==> src/rtl/vlp_pkg.sv <==
package vlp_pkg;
   // halfword offset / length width
   localparam int LW        = 4;
   // entry count width (0..6)
   localparam int CW        = 3;
   localparam logic [6:0] HDR_SIG = 7'h7F;
   // fixed part of group length in halfwords (80 bits)
   localparam int BASE_HW   = 5;
   // vector-length block length in halfwords
   localparam int VLB_HW    = 2;
   localparam int LANES     = 2;

   typedef struct packed {
      logic          err;
      logic          vlp;
      logic          wide;
      logic [LW-1:0] vl_off;
      logic [LW-1:0] reg_off;
      logic [LW-1:0] pred_off;
      logic [LW-1:0] ops_off;
      logic [LW-1:0] ops_len;
      logic [LW-1:0] grp_len;
      logic [CW-1:0] reg_cnt;
      logic [CW-1:0] pred_cnt;
   } layout_t;
endpackage

==> src/rtl/vlp_hdr_decode.sv <==
module vlp_hdr_decode
   import vlp_pkg::*;
(
   input  logic [15:0] hw,
   output layout_t     lay
);
   localparam int XW = LW + 1;

   logic [2:0]    il;
   logic [1:0]    rfld, pfld;
   logic [XW-1:0] tot, roff, poff, ooff, diff;
   logic          sig_bad, il_bad, neg;

   always_comb begin
      il      = hw[14:12];
      rfld    = hw[9:8];
      pfld    = hw[11:10];
      tot     = XW'(BASE_HW) + XW'(il);
      roff    = XW'(1) + (hw[15] ? XW'(VLB_HW) : XW'(0));
      poff    = roff + XW'(rfld);
      ooff    = poff + XW'(pfld);
      diff    = tot - ooff;
      neg     = ooff > tot;
      sig_bad = hw[6:0] != HDR_SIG;
      il_bad  = il == 3'd7;

      lay.err      = sig_bad | il_bad | neg;
      lay.vlp      = hw[15];
      lay.wide     = hw[7];
      lay.vl_off   = hw[15] ? LW'(1) : LW'(0);
      lay.reg_off  = roff[LW-1:0];
      lay.pred_off = poff[LW-1:0];
      lay.ops_off  = ooff[LW-1:0];
      lay.ops_len  = diff[LW-1:0];
      lay.grp_len  = tot[LW-1:0];
      lay.reg_cnt  = hw[7] ? CW'(rfld) : CW'({rfld, 1'b0});
      lay.pred_cnt = hw[7] ? CW'(pfld) : CW'({pfld, 1'b0});
   end
endmodule

==> src/rtl/vlp_entry_unpack.sv <==
module vlp_entry_unpack
   import vlp_pkg::*;
#(
   parameter int PRED_BASE = 9,
   parameter int PREG_W    = 5
)(
   input  logic [15:0]             hw,
   input  logic                    wide,
   input  logic                    is_pred,
   input  logic [LW-1:0]           k_hw,
   output logic [LANES-1:0]        vld,
   output logic [16*LANES-1:0]     data,
   output logic [LANES-1:0]        unused,
   output logic [PREG_W*LANES-1:0] preg
);
   for (genvar l = 0; l < LANES; l++) begin : g_lane
      logic [7:0] byt;
      logic [PREG_W-1:0] num;
      assign byt = hw[8*l +: 8];
      assign num = PREG_W'(PRED_BASE + l) + PREG_W'({k_hw, 1'b0});
      if (l == 0) begin : g_first
         assign vld[l]          = 1'b1;
         assign data[16*l +: 16] = wide ? hw : {8'h00, byt};
      end else begin : g_other
         assign vld[l]          = ~wide;
         assign data[16*l +: 16] = wide ? 16'h0000 : {8'h00, byt};
      end
      assign unused[l]             = ~wide & (byt == 8'h00);
      assign preg[PREG_W*l +: PREG_W] = (~wide & is_pred) ? num : '0;
   end
endmodule

==> src/rtl/vliw_prefix_parser.sv <==
module vliw_prefix_parser
   import vlp_pkg::*;
#(
   parameter int PRED_BASE = 9,
   parameter int PREG_W    = 5
)(
   input  logic                    clk,
   input  logic                    rst_n,
   input  logic                    in_valid,
   output logic                    in_ready,
   input  logic [15:0]             in_hw,
   output logic                    hdr_valid,
   output logic                    dec_err,
   output logic                    vl_present,
   output logic [LW-1:0]           vl_off,
   output logic [LW-1:0]           reg_off,
   output logic [CW-1:0]           reg_cnt,
   output logic [LW-1:0]           pred_off,
   output logic [CW-1:0]           pred_cnt,
   output logic [LW-1:0]           ops_off,
   output logic [LW-1:0]           ops_len,
   output logic [LW-1:0]           grp_len,
   output logic [LANES-1:0]        ent_vld,
   output logic                    ent_kind,
   output logic                    ent_wide,
   output logic [16*LANES-1:0]     ent_data,
   output logic [LANES-1:0]        ent_unused,
   output logic [PREG_W*LANES-1:0] ent_preg,
   output logic                    grp_end
);
   // highest implicit register (6 narrow entries) must fit the field
   initial assert (PRED_BASE + 2*3*2 <= (1 << PREG_W))
      else $error("PREG_W too narrow for PRED_BASE");

   layout_t       dec, lay_q;
   logic          busy;
   logic [LW-1:0] pos, k_hw, last_pos;
   logic          hdr_acc, body_acc, in_ent, is_pred, last;
   logic [LANES-1:0]        u_vld, u_unused;
   logic [16*LANES-1:0]     u_data;
   logic [PREG_W*LANES-1:0] u_preg;

   vlp_hdr_decode u_dec (.hw(in_hw), .lay(dec));

   assign in_ready = 1'b1;
   assign hdr_acc  = in_valid & ~busy;
   assign body_acc = in_valid & busy;
   assign in_ent   = (pos >= lay_q.reg_off) && (pos < lay_q.ops_off);
   assign is_pred  = pos >= lay_q.pred_off;
   assign k_hw     = pos - lay_q.pred_off;
   assign last_pos = lay_q.grp_len - LW'(1);
   assign last     = pos == last_pos;

   vlp_entry_unpack #(.PRED_BASE(PRED_BASE), .PREG_W(PREG_W)) u_unp (
      .hw(in_hw), .wide(lay_q.wide), .is_pred(is_pred), .k_hw(k_hw),
      .vld(u_vld), .data(u_data), .unused(u_unused), .preg(u_preg)
   );

   always_ff @(posedge clk) begin
      if (!rst_n) begin
         busy       <= 1'b0;
         pos        <= '0;
         lay_q      <= '0;
         hdr_valid  <= 1'b0;
         grp_end    <= 1'b0;
         ent_vld    <= '0;
         ent_kind   <= 1'b0;
         ent_wide   <= 1'b0;
         ent_data   <= '0;
         ent_unused <= '0;
         ent_preg   <= '0;
      end else begin
         hdr_valid <= hdr_acc;
         grp_end   <= body_acc & last;
         ent_vld   <= (body_acc & in_ent) ? u_vld : '0;
         if (body_acc & in_ent) begin
            ent_kind   <= is_pred;
            ent_wide   <= lay_q.wide;
            ent_data   <= u_data;
            ent_unused <= u_unused;
            ent_preg   <= u_preg;
         end
         if (hdr_acc) begin
            lay_q <= dec;
            if (!dec.err) begin
               busy <= 1'b1;
               pos  <= LW'(1);
            end
         end else if (body_acc) begin
            if (last) busy <= 1'b0;
            else      pos  <= pos + LW'(1);
         end
      end
   end

   assign dec_err    = lay_q.err;
   assign vl_present = lay_q.vlp;
   assign vl_off     = lay_q.vl_off;
   assign reg_off    = lay_q.reg_off;
   assign reg_cnt    = lay_q.reg_cnt;
   assign pred_off   = lay_q.pred_off;
   assign pred_cnt   = lay_q.pred_cnt;
   assign ops_off    = lay_q.ops_off;
   assign ops_len    = lay_q.ops_len;
   assign grp_len    = lay_q.grp_len;

   assert_grp_end_pulse_R12: assert property (@(posedge clk) disable iff (!rst_n)
      grp_end |=> !grp_end);
   assert_err_quiet_R10: assert property (@(posedge clk) disable iff (!rst_n)
      (hdr_valid && dec_err) |=> (!grp_end && ent_vld == '0));
   assert_layout_sum_R5: assert property (@(posedge clk) disable iff (!rst_n)
      (hdr_valid && !dec_err) |-> (ops_off + ops_len == grp_len));
   assert_grp_len_min_R3: assert property (@(posedge clk) disable iff (!rst_n)
      hdr_valid |-> (grp_len >= LW'(BASE_HW)));
   assert_narrow_pair_R7: assert property (@(posedge clk) disable iff (!rst_n)
      ent_vld[1] |-> (!ent_wide && ent_vld[0]));
   assert_unused_narrow_R8: assert property (@(posedge clk) disable iff (!rst_n)
      (ent_unused != '0 && ent_vld != '0) |-> !ent_wide);
   assert_idle_hold_R11: assert property (@(posedge clk) disable iff (!rst_n)
      !in_valid |=> (!hdr_valid && !grp_end && ent_vld == '0));
endmodule

==> config.mk <==
export PLATFORM = sky130hd
export DESIGN_NAME = vliw_prefix_parser
export DESIGN_NICKNAME = d
export VERILOG_FILES = /design/src/rtl/vlp_pkg.sv /design/src/rtl/vlp_hdr_decode.sv /design/src/rtl/vlp_entry_unpack.sv /design/src/rtl/vliw_prefix_parser.sv
export SDC_FILE = /design/constraint.sdc
export NUM_CORES = 1
export LEC_CHECK = 0
export BUFFER_PORTS_ARGS = -buffer_cell sky130_fd_sc_hd__buf_2
export CORE_ASPECT_RATIO = 0.75
export CORE_UTILIZATION = 32
export CTS_BUF_LIST = sky130_fd_sc_hd__clkbuf_16
export DETAILED_ROUTE_END_ITERATION = 8
export HOLD_SLACK_MARGIN = 0.12
export PLACE_DENSITY_LB_ADDON = 0.3
export SYNTH_ARGS = -nofsm -noshare
export SYNTH_HDL_FRONTEND = slang
export SYNTH_HIERARCHICAL = 1
export SYNTH_SLANG_ARGS = --single-unit
export TNS_END_PERCENT = 50
==> constraint.sdc <==
create_clock -name clk -period 2.9 [get_ports clk]
set_clock_uncertainty 0.1 [all_clocks]
set_input_delay 0.145 -clock clk [delete_from_list [all_inputs] [get_ports clk]]
set_output_delay 0.145 -clock clk [all_outputs]
set_load 0.1 [all_outputs]
==> report_table.html, run 1 <==
<table>
<tr><th>Metric</th><th>Value</th></tr>
<tr><th colspan="2">Synth</th></tr>
<tr><td>Number of enable-type register cells in the synthesized netlist</td><td>0</td></tr>
<tr><td>Largest area contributor in the synthesized netlist</td><td>dfxtp_1</td></tr>
<tr><td>Most frequent cell after synthesis</td><td>nand2_1</td></tr>
<tr><td>Synth Register Bits</td><td>88</td></tr>
<tr><td>Sequential share of the synthesized area</td><td>36.2%</td></tr>
<tr><td>Warnings from Yosys</td><td>6</td></tr>
<tr><td>Average cell area after synthesis</td><td>between 8 and 9 sq um</td></tr>
<tr><td>Top cell type's share of synthesized area</td><td>between 30% and 40%</td></tr>
<tr><td>Most common library cells after synthesis</td><td>nand2_1 (166), dfxtp_1 (88), buf_4 (62)</td></tr>
<tr><td>Top cells by area, synth</td><td>dfxtp_1 (36%), nand2_1 (13%), mux2i_1 (9.7%)</td></tr>
<tr><td>Gate count of the mapped netlist</td><td>591</td></tr>
<tr><td>Synthesized area</td><td>slightly below 0.005 sq mm</td></tr>
<tr><td>Most common flop cell mapped by yosys</td><td>dfxtp_1</td></tr>
<tr><td>Yosys cell types</td><td>47</td></tr>
<tr><td>Async SR Flop Fraction</td><td>0%</td></tr>
<tr><th colspan="2">Timing</th></tr>
<tr><td>Final setup slack of the worst path</td><td>0.223 ns</td></tr>
<tr><td>Max-slew violation total from the final report</td><td>0</td></tr>
<tr><td>Relative slew slack</td><td>about 45%</td></tr>
<tr><td>Setup repair after global routing missed its margin</td><td>false</td></tr>
<tr><td>Number of hold violations in the final report</td><td>0</td></tr>
<tr><td>Aggregate negative setup slack</td><td>0 ns</td></tr>
<tr><td>Timing-limited maximum frequency</td><td>374 MHz</td></tr>
<tr><td>Share of the cycle needed by the critical path after routing</td><td>approximately 92%</td></tr>
<tr><td>Hold Slack</td><td>roughly 0.14 ns</td></tr>
<tr><td>Time the final worst path needs with I/O delays and setup</td><td>2.68 ns</td></tr>
<tr><td>Setup violations, final</td><td>0</td></tr>
<tr><td>Transition time at the pin with the least slew margin</td><td>~0.8 ns</td></tr>
<tr><th colspan="2">Routing</th></tr>
<tr><td>Post-detailed-routing wire length</td><td>11,500 microns</td></tr>
<tr><td>Initial drt markers</td><td>138</td></tr>
<tr><td>Drt wl/cell</td><td>13.4 microns</td></tr>
<tr><td>Detailed-route vias per instance</td><td>4.45</td></tr>
<tr><td>First-pass iteration count of the detailed router</td><td>4</td></tr>
<tr><td>ANT nets after route</td><td>0</td></tr>
<tr><td>Detailed-route DRC error count</td><td>0</td></tr>
<tr><td>Total via count after detailed routing</td><td>between 3,000 and 4,000</td></tr>
<tr><th colspan="2">Pwr</th></tr>
<tr><td>Largest voltage drop on the vdd net</td><td>0.246 mV</td></tr>
<tr><td>Power Dens Cells</td><td>~540 mW/mm^2</td></tr>
<tr><td>Leakage power of the design</td><td>approximately 2.5 nW</td></tr>
<tr><td>Overall power of the completed layout</td><td>3.01 mW</td></tr>
<tr><th colspan="2">Finish</th></tr>
<tr><td>Count of nets after finishing</td><td>699</td></tr>
<tr><td>Antenna diode count</td><td>0</td></tr>
<tr><td>Fraction of layout cells with a size suffix above 1</td><td>about 21%</td></tr>
<tr><td>Filler Cells Inserted</td><td>1,535</td></tr>
<tr><td>Non-Filler Instances</td><td>856</td></tr>
<tr><td>Area added between synthesis and finish</td><td>14.8%</td></tr>
<tr><th colspan="2">Global routing</th></tr>
<tr><td>Overall routing resource usage</td><td>15.3%</td></tr>
<tr><td>Number of global-route vias before repair</td><td>~3,700</td></tr>
<tr><td>Overflow after GRT</td><td>0</td></tr>
<tr><td>Antenna violations before repair</td><td>0</td></tr>
<tr><td>Global-route wire length before repair</td><td>18,500 microns</td></tr>
<tr><td>Pin count of the biggest net entering global routing</td><td>56</td></tr>
<tr><th colspan="2">Clock network</th></tr>
<tr><td>Number of CTS-inserted buffers</td><td>9</td></tr>
<tr><td>Root Driver</td><td>clkbuf_16</td></tr>
<tr><td>CTS tree</td><td>built</td></tr>
<tr><td>Reg clk slew, reported paths</td><td>~0.060 ns</td></tr>
<tr><td>H-tree Lvls</td><td>3</td></tr>
<tr><td>Clock latency reported for the late side of the worst-skew pair</td><td>0.34 ns</td></tr>
<tr><td>Number of post-CTS setup repair buffers</td><td>0</td></tr>
<tr><td>Largest buffer count on any clock path</td><td>2</td></tr>
<tr><td>Sinks on the clock net</td><td>88</td></tr>
<tr><th colspan="2">Setup path</th></tr>
<tr><td>Number of buffer and inverter instances along the worst setup path</td><td>3</td></tr>
<tr><td>Critical register-to-register path endpoint</td><td>ent_data[12]</td></tr>
<tr><td>Critical Path End Type</td><td>register</td></tr>
<tr><td>Crit path launch type</td><td>primary input</td></tr>
<tr><td>Worst endpoint data arrival time</td><td>about 2.8 ns</td></tr>
<tr><td>Source of the worst register-to-register timing path</td><td>pos[1]</td></tr>
<tr><td>Setup slack of the worst register-to-register path</td><td>about 0.43 ns</td></tr>
<tr><td>Cell count of the worst reg-to-reg path</td><td>6</td></tr>
<tr><td>Critical path start-end classification</td><td>in2reg</td></tr>
<tr><td>Crit-path max cell delay</td><td>about 0.53 ns</td></tr>
<tr><td>Startpoint of the most critical setup path</td><td>in_hw[11]</td></tr>
<tr><td>Critical path depth in cells</td><td>11</td></tr>
<tr><td>Crit path max-delay cell type</td><td>dlygate4sd3_1</td></tr>
<tr><td>Required @ worst endpoint</td><td>approximately 3.0 ns</td></tr>
<tr><td>Destination of the critical timing path</td><td>pos[2]</td></tr>
<tr><td>Dominant delay contributor by cell family on the critical path</td><td>compound AO/OA/AOI/OAI gates</td></tr>
<tr><td>Worst path cell trace</td><td>dlygate4sd3_1 &gt; buf_2 &gt; fa_2 &gt; xnor2_2 &gt; inv_1 &gt; ha_1 &gt; a211oi_1 &gt; o21ai_1 &gt; a211o_1 &gt; o21bai_2 &gt; o21ai_0</td></tr>
<tr><td>Maximum fanout along the worst path</td><td>7</td></tr>
<tr><th colspan="2">Floorplanning</th></tr>
<tr><td>Die area</td><td>between 0.015 and 0.02 sq mm</td></tr>
<tr><td>Die outline width</td><td>144 microns</td></tr>
<tr><td>Core outline area</td><td>0.0146 sq mm</td></tr>
<tr><td>Floorplan die height</td><td>109 microns</td></tr>
<tr><td>Number of placement rows</td><td>38</td></tr>
<tr><td>Starting density of the core</td><td>about 33%</td></tr>
<tr><td>Number of top-level pins</td><td>102</td></tr>
<tr><th colspan="2">Placed design</th></tr>
<tr><td>Setup WS pre-CTS</td><td>-0.303 ns</td></tr>
<tr><td>GPL Wtd Cong</td><td>0.874</td></tr>
<tr><td>Half-perimeter wire length after placement</td><td>between 8000 and 9000 microns</td></tr>
<tr><td>Cells after DPL</td><td>829</td></tr>
<tr><td>Number of buffers inserted by port buffering</td><td>100</td></tr>
<tr><th colspan="2">Hold path</th></tr>
<tr><td>HP Class</td><td>in2reg</td></tr>
<tr><th colspan="2">Outcome</th></tr>
<tr><td>Run status</td><td>completed</td></tr>
<tr><th colspan="2">Job</th></tr>
<tr><td>Max-capacitance violation count</td><td>0</td></tr>
</table>
[per-stage QoR]
stage | util (%) | area (sq um)
final | 38.2 | 5590
after global routing | 38.2 | 5590
after CTS | 38.1 | 5570
after detailed placement | 35.5 | 5200
after global placement | 35.5 | 5200
after floorplan | - | 4920
[layout make-up]
| class | count | area, sq um | share of cell area, % |
|---|---|---|---|
| clock inverters | 7 | 38.8 | 0.694 |
| repair buffers | 125 | 731 | 13.1 |
| well taps | 200 | 250 | 4.48 |
| multi-input cells | 395 | 2460 | 44.0 |
| clock buffers | 9 | 225 | 4.03 |
| inverters | 32 | 120 | 2.15 |
| flip-flops and latches | 88 | 1760 | 31.5 |
[cells by family (layout without fill, tap and decap cells)]
| kind of cell | after synthesis | in the layout | share of synthesized area (%) |
|---|---|---|---|
| AND/OR/NAND/NOR | 223 | 223 | 20.2 |
| buffers and inverters | 121 | 173 | 14.6 |
| flip-flops | 88 | 88 | 36.2 |
| AO/OA/AOI/OAI | 64 | 64 | 7.99 |
| multiplexers | 48 | 48 | 9.89 |
| adder cells (fa/ha/maj) | 29 | 29 | 8.07 |
| XOR/XNOR | 13 | 13 | 2.65 |
| other | 5 | 18 | 0.386 |
[worst reg2reg max path: cells and delay by family (launching register included)]
kind	cells	cell delay (ns)
compound gates	3	0.76
fa+ha+maj	1	0.32
flops	1	0.58
mux	1	0.29
buf+inv	1	0.35
[cells in the final DEF, fill, tap and decap left out, drive strengths merged, types with 4 or more instances in the layout]
master / n
a21o: 7
nand2: 166
ha: 25
mux2i: 47
nand2b: 4
a21oi: 40
dfxtp: 88
o21ai: 7
clkbuf: 9
dlygate4sd3: 11
clkinv: 6
buf: 114
inv: 32
conb: 18
xor2: 4
nor3: 4
nor2b: 10
nor2: 8
xnor2: 8
and2: 13
fa: 4
[where the power goes]
part           internal, mW  leakage [nW]  switching (mW)
Clock                 0.571         0.130           0.475
Combinational         0.202          1.66           0.490
Sequential             1.24         0.715          0.0277
Total                  2.02          2.51           0.992
[registers in the layout, summed over array words and instances (netlist names), 3 cells and up]
register  flops
pos           4
ent_preg     10
ops_len       4
ops_off       4
reg_cnt       3
vl_off        4
reg_off       4
pred_cnt      3
ent_data     32
pred_off      4
grp_len       4
[layer usage]
| metal | part of all wire, % | vias up | GRT usage (%) | wire, microns |
|---|---|---|---|---|
| met4 | 1.1 | 0 | 4.21 | 122 |
| met1 | 50 | 1774 | 20.0 | 5740 |
| met5 | 0 | - | 0 | 0 |
| met3 | 3.4 | 12 | 3.51 | 396 |
| met2 | 46 | 78 | 25.2 | 5250 |
| li1 | - | 1945 | - | - |
[worst min path at each step]
| stage | slack, ns | endpoint | start | cells past startpoint |
|---|---|---|---|---|
| 2_1_floorplan | 0.21 | reg_cnt[2] | in_hw[7] | 3 |
| 3_3_place_gp | 0.31 | ent_data[4] | in_hw[4] | 3 |
| 3_5_place_dp | 0.33 | ent_data[2] | in_hw[2] | 3 |
| 4_1_cts | 0.12 | pred_cnt[0] | in_hw[10] | 4 |
| 5_1_grt | 0.15 | pred_cnt[0] | in_hw[10] | 4 |
| 6_report | 0.14 | pred_cnt[0] | in_hw[10] | 4 |
[what timing repair did]
action | 4_1_cts | 5_1_grt
resized for setup | 0 | 4
setup endpoints to repair | 0 | 5
hold buffers | 11 | 0
hold endpoints to repair | 13 | 0
(Power assumes the default switching activity.)
==> run 2: changes to the inputs <==
--- a/config.mk
+++ b/config.mk
@@ -7,7 +7,7 @@
 export LEC_CHECK = 0
 export BUFFER_PORTS_ARGS = -buffer_cell sky130_fd_sc_hd__buf_2
 export CORE_ASPECT_RATIO = 0.75
-export CORE_UTILIZATION = 32
+export CORE_UTILIZATION = 35
 export CTS_BUF_LIST = sky130_fd_sc_hd__clkbuf_16
 export DETAILED_ROUTE_END_ITERATION = 8
 export HOLD_SLACK_MARGIN = 0.12
==> run 2 against run 1 <==
The run now ends with design-rule violations left. Hold slack improved by 0.016 ns. Die area down 8.4%. Critical path depth grew 2. Clock-buffer cell count stayed put. First-iteration DRC count grew 85%. Global-route usage grew 2.1 points. Sequential cell count unchanged. Cell area is 0.65% lower. Sequential power barely moved. Fmax down 2.4%. Utilization increased by 3.6 points. Routed wire length rose by 4.6%. Largest power group unchanged. Highest routed layer unchanged.
==> report_table.html, run 2 (synthesis results as in run 1) <==
<table>
<tr><th>Metric</th><th>Value</th></tr>
<tr><th colspan="2">Finish</th></tr>
<tr><td>Max FFs per register</td><td>32 (unchanged)</td></tr>
<tr><td>Most common cell after layout, fill and taps aside</td><td>nand2_1 (unchanged)</td></tr>
<tr><td>Biggest register</td><td>ent_data (unchanged)</td></tr>
<tr><td>Highest-count cells in the layout ignoring fill and taps</td><td>nand2_1 (166), buf_2 (100), dfxtp_1 (88) (was nand2_1 (166), buf_2 (99), dfxtp_1 (88))</td></tr>
<tr><td>Largest registers</td><td>ent_data x32, ent_preg x10 (unchanged)</td></tr>
<tr><td>Fraction of layout cells with a size suffix above 1</td><td>21.1% (was 21.5%)</td></tr>
<tr><td>Final instance area</td><td>0.00555 sq mm (was 0.00559 sq mm)</td></tr>
<tr><td>Area added between synthesis and finish</td><td>14.0% (was 14.8%)</td></tr>
<tr><td>Count of nets after finishing</td><td>698 (was 699)</td></tr>
<tr><td>Antenna diode count</td><td>0 (unchanged)</td></tr>
<tr><th colspan="2">Timing</th></tr>
<tr><td>Timing-limited maximum frequency</td><td>364 MHz (was 374 MHz)</td></tr>
<tr><td>Hold Slack</td><td>0.151 ns (was 0.136 ns)</td></tr>
<tr><td>Share of the cycle needed by the critical path after routing</td><td>94.6% (was 92.3%)</td></tr>
<tr><td>Transition time at the pin with the least slew margin</td><td>0.816 ns (was 0.818 ns)</td></tr>
<tr><td>Relative slew slack</td><td>45.5% (was 45.4%)</td></tr>
<tr><td>Number of hold violations in the final report</td><td>0 (unchanged)</td></tr>
<tr><td>Max-slew violation total from the final report</td><td>0 (unchanged)</td></tr>
<tr><td>Final setup slack of the worst path</td><td>0.156 ns (was 0.223 ns)</td></tr>
<tr><td>Setup violations, final</td><td>0 (unchanged)</td></tr>
<tr><td>Aggregate negative setup slack</td><td>0 ns (unchanged)</td></tr>
<tr><td>Time the final worst path needs with I/O delays and setup</td><td>2.74 ns (was 2.68 ns)</td></tr>
<tr><td>Setup repair after global routing missed its margin</td><td>false (unchanged)</td></tr>
<tr><th colspan="2">Hold path</th></tr>
<tr><td>HP Class</td><td>in2reg (unchanged)</td></tr>
<tr><th colspan="2">Clock network</th></tr>
<tr><td>Reg clk slew, reported paths</td><td>0.06 ns (about the same)</td></tr>
<tr><td>Largest buffer count on any clock path</td><td>2 (unchanged)</td></tr>
<tr><td>Sinks on the clock net</td><td>88 (unchanged)</td></tr>
<tr><td>Number of CTS-inserted buffers</td><td>9 (unchanged)</td></tr>
<tr><td>H-tree Lvls</td><td>3 (unchanged)</td></tr>
<tr><td>CTS tree</td><td>built (unchanged)</td></tr>
<tr><td>Root Driver</td><td>clkbuf_16 (unchanged)</td></tr>
<tr><td>Clock latency reported for the late side of the worst-skew pair</td><td>0.34 ns (about the same)</td></tr>
<tr><th colspan="2">Global routing</th></tr>
<tr><td>Antenna violations before repair</td><td>0 (unchanged)</td></tr>
<tr><td>Pin count of the biggest net entering global routing</td><td>87 (was 56)</td></tr>
<tr><td>Overflow after GRT</td><td>0 (unchanged)</td></tr>
<tr><td>Global-route wire length before repair</td><td>19,600 microns (was 18,500 microns)</td></tr>
<tr><td>Number of global-route vias before repair</td><td>3,737 (was 3,653)</td></tr>
<tr><td>Overall routing resource usage</td><td>17.4% (was 15.3%)</td></tr>
<tr><th colspan="2">Floorplanning</th></tr>
<tr><td>Die outline width</td><td>138 microns (was 144 microns)</td></tr>
<tr><td>Number of placement rows</td><td>36 (was 38)</td></tr>
<tr><td>Die area</td><td>0.0144 sq mm (was 0.0157 sq mm)</td></tr>
<tr><td>Starting density of the core</td><td>36.6% (was 33.2%)</td></tr>
<tr><td>Number of top-level pins</td><td>102 (unchanged)</td></tr>
<tr><td>Core outline area</td><td>0.0133 sq mm (was 0.0146 sq mm)</td></tr>
<tr><td>Floorplan die height</td><td>104 microns (was 109 microns)</td></tr>
<tr><th colspan="2">Placed design</th></tr>
<tr><td>GPL Wtd Cong</td><td>0.831 (was 0.874)</td></tr>
<tr><td>Setup WS pre-CTS</td><td>-0.285 ns (was -0.303 ns)</td></tr>
<tr><td>Half-perimeter wire length after placement</td><td>8460 microns (was 8280 microns)</td></tr>
<tr><td>Number of buffers inserted by port buffering</td><td>100 (unchanged)</td></tr>
<tr><td>Post-DP Area</td><td>0.00516 sq mm (was 0.00520 sq mm)</td></tr>
<tr><th colspan="2">Pwr</th></tr>
<tr><td>Overall power of the completed layout</td><td>3.01 mW (about the same)</td></tr>
<tr><td>Power Dens Cells</td><td>542 mW/mm^2 (was 538 mW/mm^2)</td></tr>
<tr><td>Leakage power of the design</td><td>2.51 nW (about the same)</td></tr>
<tr><td>Largest voltage drop on the vdd net</td><td>0.262 mV (was 0.246 mV)</td></tr>
<tr><th colspan="2">Outcome</th></tr>
<tr><td>Violations in the final reports</td><td>design-rule violations</td></tr>
<tr><td>Run status</td><td>finished with violations (was completed)</td></tr>
<tr><th colspan="2">Routing</th></tr>
<tr><td>Total via count after detailed routing</td><td>3,839 (was 3,809)</td></tr>
<tr><td>Post-detailed-routing wire length</td><td>12,000 microns (was 11,500 microns)</td></tr>
<tr><td>Detailed-route DRC error count</td><td>14 (was 0)</td></tr>
<tr><td>Drt wl/cell</td><td>14.6 microns (was 13.4 microns)</td></tr>
<tr><td>Detailed-route vias per instance</td><td>4.65 (was 4.45)</td></tr>
<tr><td>ANT nets after route</td><td>0 (unchanged)</td></tr>
<tr><td>First-pass iteration count of the detailed router</td><td>6 (was 4)</td></tr>
<tr><td>Initial drt markers</td><td>255 (was 138)</td></tr>
<tr><th colspan="2">Setup path</th></tr>
<tr><td>Maximum fanout along the worst path</td><td>4 (was 7)</td></tr>
<tr><td>Crit path launch type</td><td>primary input (unchanged)</td></tr>
<tr><td>Critical path start-end classification</td><td>in2reg (unchanged)</td></tr>
<tr><td>Critical Path End Type</td><td>register (unchanged)</td></tr>
<tr><td>Worst endpoint data arrival time</td><td>2.87 ns (was 2.80 ns)</td></tr>
<tr><td>Required @ worst endpoint</td><td>3.02 ns (about the same)</td></tr>
<tr><td>Setup slack of the worst register-to-register path</td><td>0.41 ns (was 0.43 ns)</td></tr>
<tr><th colspan="2">Job</th></tr>
<tr><td>Max-capacitance violation count</td><td>0 (unchanged)</td></tr>
</table>
run 2: changes by cell type in the layout (fill, tap and decap cells not counted):
cell	change
a211oi_2	+1
buf_2	+1
buf_4	-3
inv_1	+2
clkinv_1	+1
buf_12	+1
clkinv_4	-1
clkinv_2	-2
a211oi_1	-1
run 2: final cells by class:
cell class | count | area [sq um]
clock buffers | 9 | 225
flip-flops and latches | 88 | 1760
fillers | 1397 | 7740
multi-input cells | 395 | 2470
repair buffers | 124 | 733
clock inverters | 7 | 31.3
inverters | 32 | 120
well taps | 171 | 214
run 2: per-stage QoR:
step / util (%) / instances
after global routing: 41.8 / 826
after detailed placement: 38.8 / 798
after floorplan: - / 604
after CTS: 41.6 / 825
final: 41.8 / 826
after global placement: 38.8 / 798
run 2: per-layer routing:
metal | wire (microns) | global-route usage, %
met3 | 629 | 4.42
met5 | 0 | 0
met1 | 5830 | 22.3
met4 | 208 | 6.02
met2 | 5380 | 28.3
run 2: worst paths after layout:
check,cells after the start,to,from
worst max register to register,6,ent_data[8],pos[1]
worst max-delay path,13,pos[2],in_hw[8]
worst min register to register,2,vl_off[3],vl_off[3]
worst min-delay path,4,ent_data[18],in_hw[10]
run 2: repair_timing:
item,CTS,global route
gates resized for setup,0,5
endpoints found under the setup margin,0,6
setup buffers,0,1
hold buffers,11,0
hold endpoints to repair,20,0
run 2: worst max-delay path, cell delays in order:
cell      delay [ns]
buf_2           0.09
inv_1           0.06
fa_1            0.54
inv_1           0.07
fa_2            0.37
xnor2_2         0.19
inv_1           0.07
ha_1            0.33
a211oi_2        0.22
o21ai_1         0.09
a211o_1         0.38
o21bai_2        0.20
o21ai_0         0.11
run 2: power breakdown:
part           internal, mW  leakage [nW]  switching (mW)
combinational         0.204          1.66           0.497
clock                 0.564         0.130           0.470
sequential             1.24         0.715          0.0294
total                  2.01          2.51           0.996
==> run 3: changes to the inputs <==
==> constraint.sdc (replaced) <==
create_clock -name clk -period 2.8 [get_ports clk]
set_clock_uncertainty 0.1 [all_clocks]
set_input_delay 0.14 -clock clk [delete_from_list [all_inputs] [get_ports clk]]
set_output_delay 0.14 -clock clk [all_outputs]
set_load 0.1 [all_outputs]
==> run 3 against run 2 <==
The run still ends with design-rule violations left. Non-clock buffer count increased by 3. Global-route usage about the same. Via count increased by 0.57%. Clock-buffer cell count unchanged. Total power increased by 3.1%. Sequential share of layout area decreased by 0.093 points. Critical path type unchanged. Largest power group unchanged. Highest routed layer unchanged.
==> report_table.html, run 3 (synthesis results as in run 1) <==
<table>
<tr><th>Metric</th><th>Value</th></tr>
<tr><th colspan="2">Hold path</th></tr>
<tr><td>Depth of the worst hold-timing path</td><td>4 (unchanged)</td></tr>
<tr><td>HP Class</td><td>in2reg (unchanged)</td></tr>
<tr><th colspan="2">Outcome</th></tr>
<tr><td>Run status</td><td>finished with violations (unchanged)</td></tr>
<tr><td>Violations in the final reports</td><td>design-rule violations (unchanged)</td></tr>
<tr><th colspan="2">Pwr</th></tr>
<tr><td>Sequential group share of total power</td><td>42.5% (was 42.3%)</td></tr>
<tr><td>Largest voltage drop on the vdd net</td><td>0.298 mV (was 0.262 mV)</td></tr>
<tr><td>Leakage power of the design</td><td>2.52 nW (was 2.51 nW)</td></tr>
<tr><td>Clock share of power</td><td>34.4% (about the same)</td></tr>
<tr><td>Switching power share of the total</td><td>32.9% (was 33.1%)</td></tr>
<tr><td>Net switching component of the power</td><td>1.02 mW (was 996 uW)</td></tr>
<tr><td>Cell-internal power</td><td>2.08 mW (was 2.01 mW)</td></tr>
<tr><td>Power Dens Cells</td><td>557 mW/mm^2 (was 542 mW/mm^2)</td></tr>
<tr><td>Combinational share of power</td><td>23.1% (was 23.3%)</td></tr>
<tr><td>Overall power of the completed layout</td><td>3.10 mW (was 3.01 mW)</td></tr>
<tr><th colspan="2">Routing</th></tr>
<tr><td>Initial drt markers</td><td>193 (was 255)</td></tr>
<tr><td>Detailed-route vias per instance</td><td>4.66 (was 4.65)</td></tr>
<tr><td>Drt wl/cell</td><td>14.3 microns (was 14.6 microns)</td></tr>
<tr><td>Detailed-route DRC error count</td><td>8 (was 14)</td></tr>
<tr><td>Post-detailed-routing wire length</td><td>11,800 microns (was 12,000 microns)</td></tr>
<tr><td>First-pass iteration count of the detailed router</td><td>6 (unchanged)</td></tr>
<tr><td>Total via count after detailed routing</td><td>3,861 (was 3,839)</td></tr>
<tr><td>ANT nets after route</td><td>0 (unchanged)</td></tr>
<tr><th colspan="2">Finish</th></tr>
<tr><td>Count of nets after finishing</td><td>701 (was 698)</td></tr>
<tr><td>Largest registers</td><td>ent_data x32, ent_preg x10 (unchanged)</td></tr>
<tr><td>Biggest register</td><td>ent_data (unchanged)</td></tr>
<tr><td>Non-Filler Instances</td><td>829 (was 826)</td></tr>
<tr><td>Most common cell after layout, fill and taps aside</td><td>nand2_1 (unchanged)</td></tr>
<tr><td>Fraction of layout cells with a size suffix above 1</td><td>21.0% (was 21.1%)</td></tr>
<tr><td>Highest-count cells in the layout ignoring fill and taps</td><td>nand2_1 (166), buf_2 (100), dfxtp_1 (88) (unchanged)</td></tr>
<tr><td>Antenna diode count</td><td>0 (unchanged)</td></tr>
<tr><td>Area added between synthesis and finish</td><td>14.4% (was 14.0%)</td></tr>
<tr><td>Max FFs per register</td><td>32 (unchanged)</td></tr>
<tr><th colspan="2">Floorplanning</th></tr>
<tr><td>Die area</td><td>0.0144 sq mm (unchanged)</td></tr>
<tr><td>Starting density of the core</td><td>36.6% (unchanged)</td></tr>
<tr><td>Floorplan die height</td><td>104 microns (unchanged)</td></tr>
<tr><td>Number of top-level pins</td><td>102 (unchanged)</td></tr>
<tr><td>Die outline width</td><td>138 microns (unchanged)</td></tr>
<tr><td>Number of placement rows</td><td>36 (unchanged)</td></tr>
<tr><td>Core outline area</td><td>0.0133 sq mm (unchanged)</td></tr>
<tr><th colspan="2">Placed design</th></tr>
<tr><td>Cells after DPL</td><td>800 (was 798)</td></tr>
<tr><td>Setup WS pre-CTS</td><td>-0.263 ns (was -0.285 ns)</td></tr>
<tr><td>Number of buffers inserted by port buffering</td><td>100 (unchanged)</td></tr>
<tr><td>GPL Wtd Cong</td><td>0.851 (was 0.831)</td></tr>
<tr><td>Half-perimeter wire length after placement</td><td>8430 microns (was 8460 microns)</td></tr>
<tr><th colspan="2">Clock network</th></tr>
<tr><td>Sinks on the clock net</td><td>88 (unchanged)</td></tr>
<tr><td>Reg clk slew, reported paths</td><td>0.06 ns (about the same)</td></tr>
<tr><td>Root Driver</td><td>clkbuf_16 (unchanged)</td></tr>
<tr><td>H-tree Lvls</td><td>3 (unchanged)</td></tr>
<tr><td>Number of CTS-inserted buffers</td><td>9 (unchanged)</td></tr>
<tr><td>CTS tree</td><td>built (unchanged)</td></tr>
<tr><td>Largest buffer count on any clock path</td><td>2 (unchanged)</td></tr>
<tr><td>Clock latency reported for the late side of the worst-skew pair</td><td>0.34 ns (about the same)</td></tr>
<tr><th colspan="2">Setup path</th></tr>
<tr><td>Required @ worst endpoint</td><td>2.92 ns (was 3.02 ns)</td></tr>
<tr><td>Number of buffer and inverter instances along the worst setup path</td><td>4 (unchanged)</td></tr>
<tr><td>Critical Path End Type</td><td>register (unchanged)</td></tr>
<tr><td>Setup slack of the worst register-to-register path</td><td>0.35 ns (was 0.41 ns)</td></tr>
<tr><td>Worst path cell trace</td><td>buf_2 &gt; inv_1 &gt; fa_1 &gt; inv_1 &gt; fa_2 &gt; xnor2_2 &gt; inv_1 &gt; ha_1 &gt; a211oi_1 &gt; o21ai_0 &gt; a211o_1 &gt; o21bai_1 &gt; o21ai_0 (was buf_2 &gt; inv_1 &gt; fa_1 &gt; inv_1 &gt; fa_2 &gt; xnor2_2 &gt; inv_1 &gt; ha_1 &gt; a211oi_2 &gt; o21ai_1 &gt; a211o_1 &gt; o21bai_2 &gt; o21ai_0)</td></tr>
<tr><td>Crit path max-delay cell type</td><td>fa_1 (unchanged)</td></tr>
<tr><td>Worst endpoint data arrival time</td><td>2.83 ns (was 2.87 ns)</td></tr>
<tr><td>Crit path launch type</td><td>primary input (unchanged)</td></tr>
<tr><td>Cell count of the worst reg-to-reg path</td><td>6 (unchanged)</td></tr>
<tr><td>Critical path start-end classification</td><td>in2reg (unchanged)</td></tr>
<tr><td>Dominant delay contributor by cell family on the critical path</td><td>adder cells (unchanged)</td></tr>
<tr><td>Crit-path most repeated cell</td><td>inv_1 (unchanged)</td></tr>
<tr><td>Maximum fanout along the worst path</td><td>4 (unchanged)</td></tr>
<tr><td>Crit-path max cell delay</td><td>0.53 ns (was 0.54 ns)</td></tr>
<tr><td>Critical path depth in cells</td><td>13 (unchanged)</td></tr>
<tr><th colspan="2">Timing</th></tr>
<tr><td>Share of the cycle needed by the critical path after routing</td><td>a little over nine tenths</td></tr>
<tr><td>Setup violations, final</td><td>0 (unchanged)</td></tr>
<tr><td>Setup repair after global routing missed its margin</td><td>true (was false)</td></tr>
<tr><td>Timing-limited maximum frequency</td><td>roughly 370 MHz</td></tr>
<tr><td>Final setup slack of the worst path</td><td>0.0923 ns (was 0.156 ns)</td></tr>
<tr><td>Transition time at the pin with the least slew margin</td><td>0.835 ns (was 0.816 ns)</td></tr>
<tr><td>Relative slew slack</td><td>44.3% (was 45.5%)</td></tr>
<tr><td>Number of hold violations in the final report</td><td>0 (unchanged)</td></tr>
<tr><td>Max-slew violation total from the final report</td><td>0 (unchanged)</td></tr>
<tr><td>Time the final worst path needs with I/O delays and setup</td><td>2.71 ns</td></tr>
<tr><th colspan="2">Global routing</th></tr>
<tr><td>Number of global-route vias before repair</td><td>3,769 (was 3,737)</td></tr>
<tr><td>Global-route wire length before repair</td><td>19,600 microns (about the same)</td></tr>
<tr><td>Antenna violations before repair</td><td>0 (unchanged)</td></tr>
<tr><td>Pin count of the biggest net entering global routing</td><td>101 (was 87)</td></tr>
<tr><td>Overflow after GRT</td><td>0 (unchanged)</td></tr>
<tr><td>Overall routing resource usage</td><td>17.4% (about the same)</td></tr>
<tr><th colspan="2">Job</th></tr>
<tr><td>Max-capacitance violation count</td><td>0 (unchanged)</td></tr>
</table>
run 3: layout make-up:
cell class | instances | area [sq um]
Timing Repair Buffer | 127 | 758
Multi-Input combinational cell | 395 | 2460
Sequential cell | 88 | 1760
Clock inverter | 7 | 31.3
Inverter | 32 | 120
Fill cell | 1374 | 7720
Tap cell | 171 | 214
Clock buffer | 9 | 225
run 3: worst min-delay path: cells and delay by family:
family / cells / cell delay, ns
and+or+nand+nor: 2 / 0.13
buffers and inverters: 1 / 0.20
muxes: 1 / 0.06
run 3: final timing paths:
path | start | to
worst min-delay path | in_hw[11] | ent_unused[1]
worst min register to register | vl_off[3] | vl_off[3]
worst max register to register | pos[1] | ent_data[1]
worst max-delay path | in_hw[8] | pos[2]
run 3: per-layer routing:
metal | global-route usage, % | up-vias | wire [microns]
met2 | 27.6 | 85 | 5420
li1 | - | 1945 | -
met1 | 22.9 | 1822 | 5710
met5 | 0 | - | 0
met3 | 5.52 | 9 | 603
met4 | 4.49 | 0 | 111
run 3: power groups by stage:
stage / clock network, mW / logic [mW] / registers, mW
final: 1.07 / 0.714 / 1.32
after global routing: 1.16 / 0.781 / 1.32
after CTS: 1.11 / 0.715 / 1.32
after detailed placement: 0 / 0.699 / 1.35
after global placement: 0 / 0.693 / 1.34
after floorplan: 0 / 0.604 / 1.35
run 3: what timing repair did:
action                                 CTS  global route
setup endpoints to repair                0             3
resized for setup                        0             0
endpoints found under the hold margin   15             0
buffers inserted                         0             1
hold buffers                            12             0
run 3: stage by stage:
stage	instance area, sq um	hold WS, ns	util, %	TNS (ns)
floorplan	4930	0.200	-	0
global placement	5180	0.312	39.0	-1.02
detailed placement	5180	0.310	39.0	-1.18
CTS	5560	0.124	41.8	0
global route	5570	0.148	41.9	-0.0429
finish	5570	0.128	41.9	0
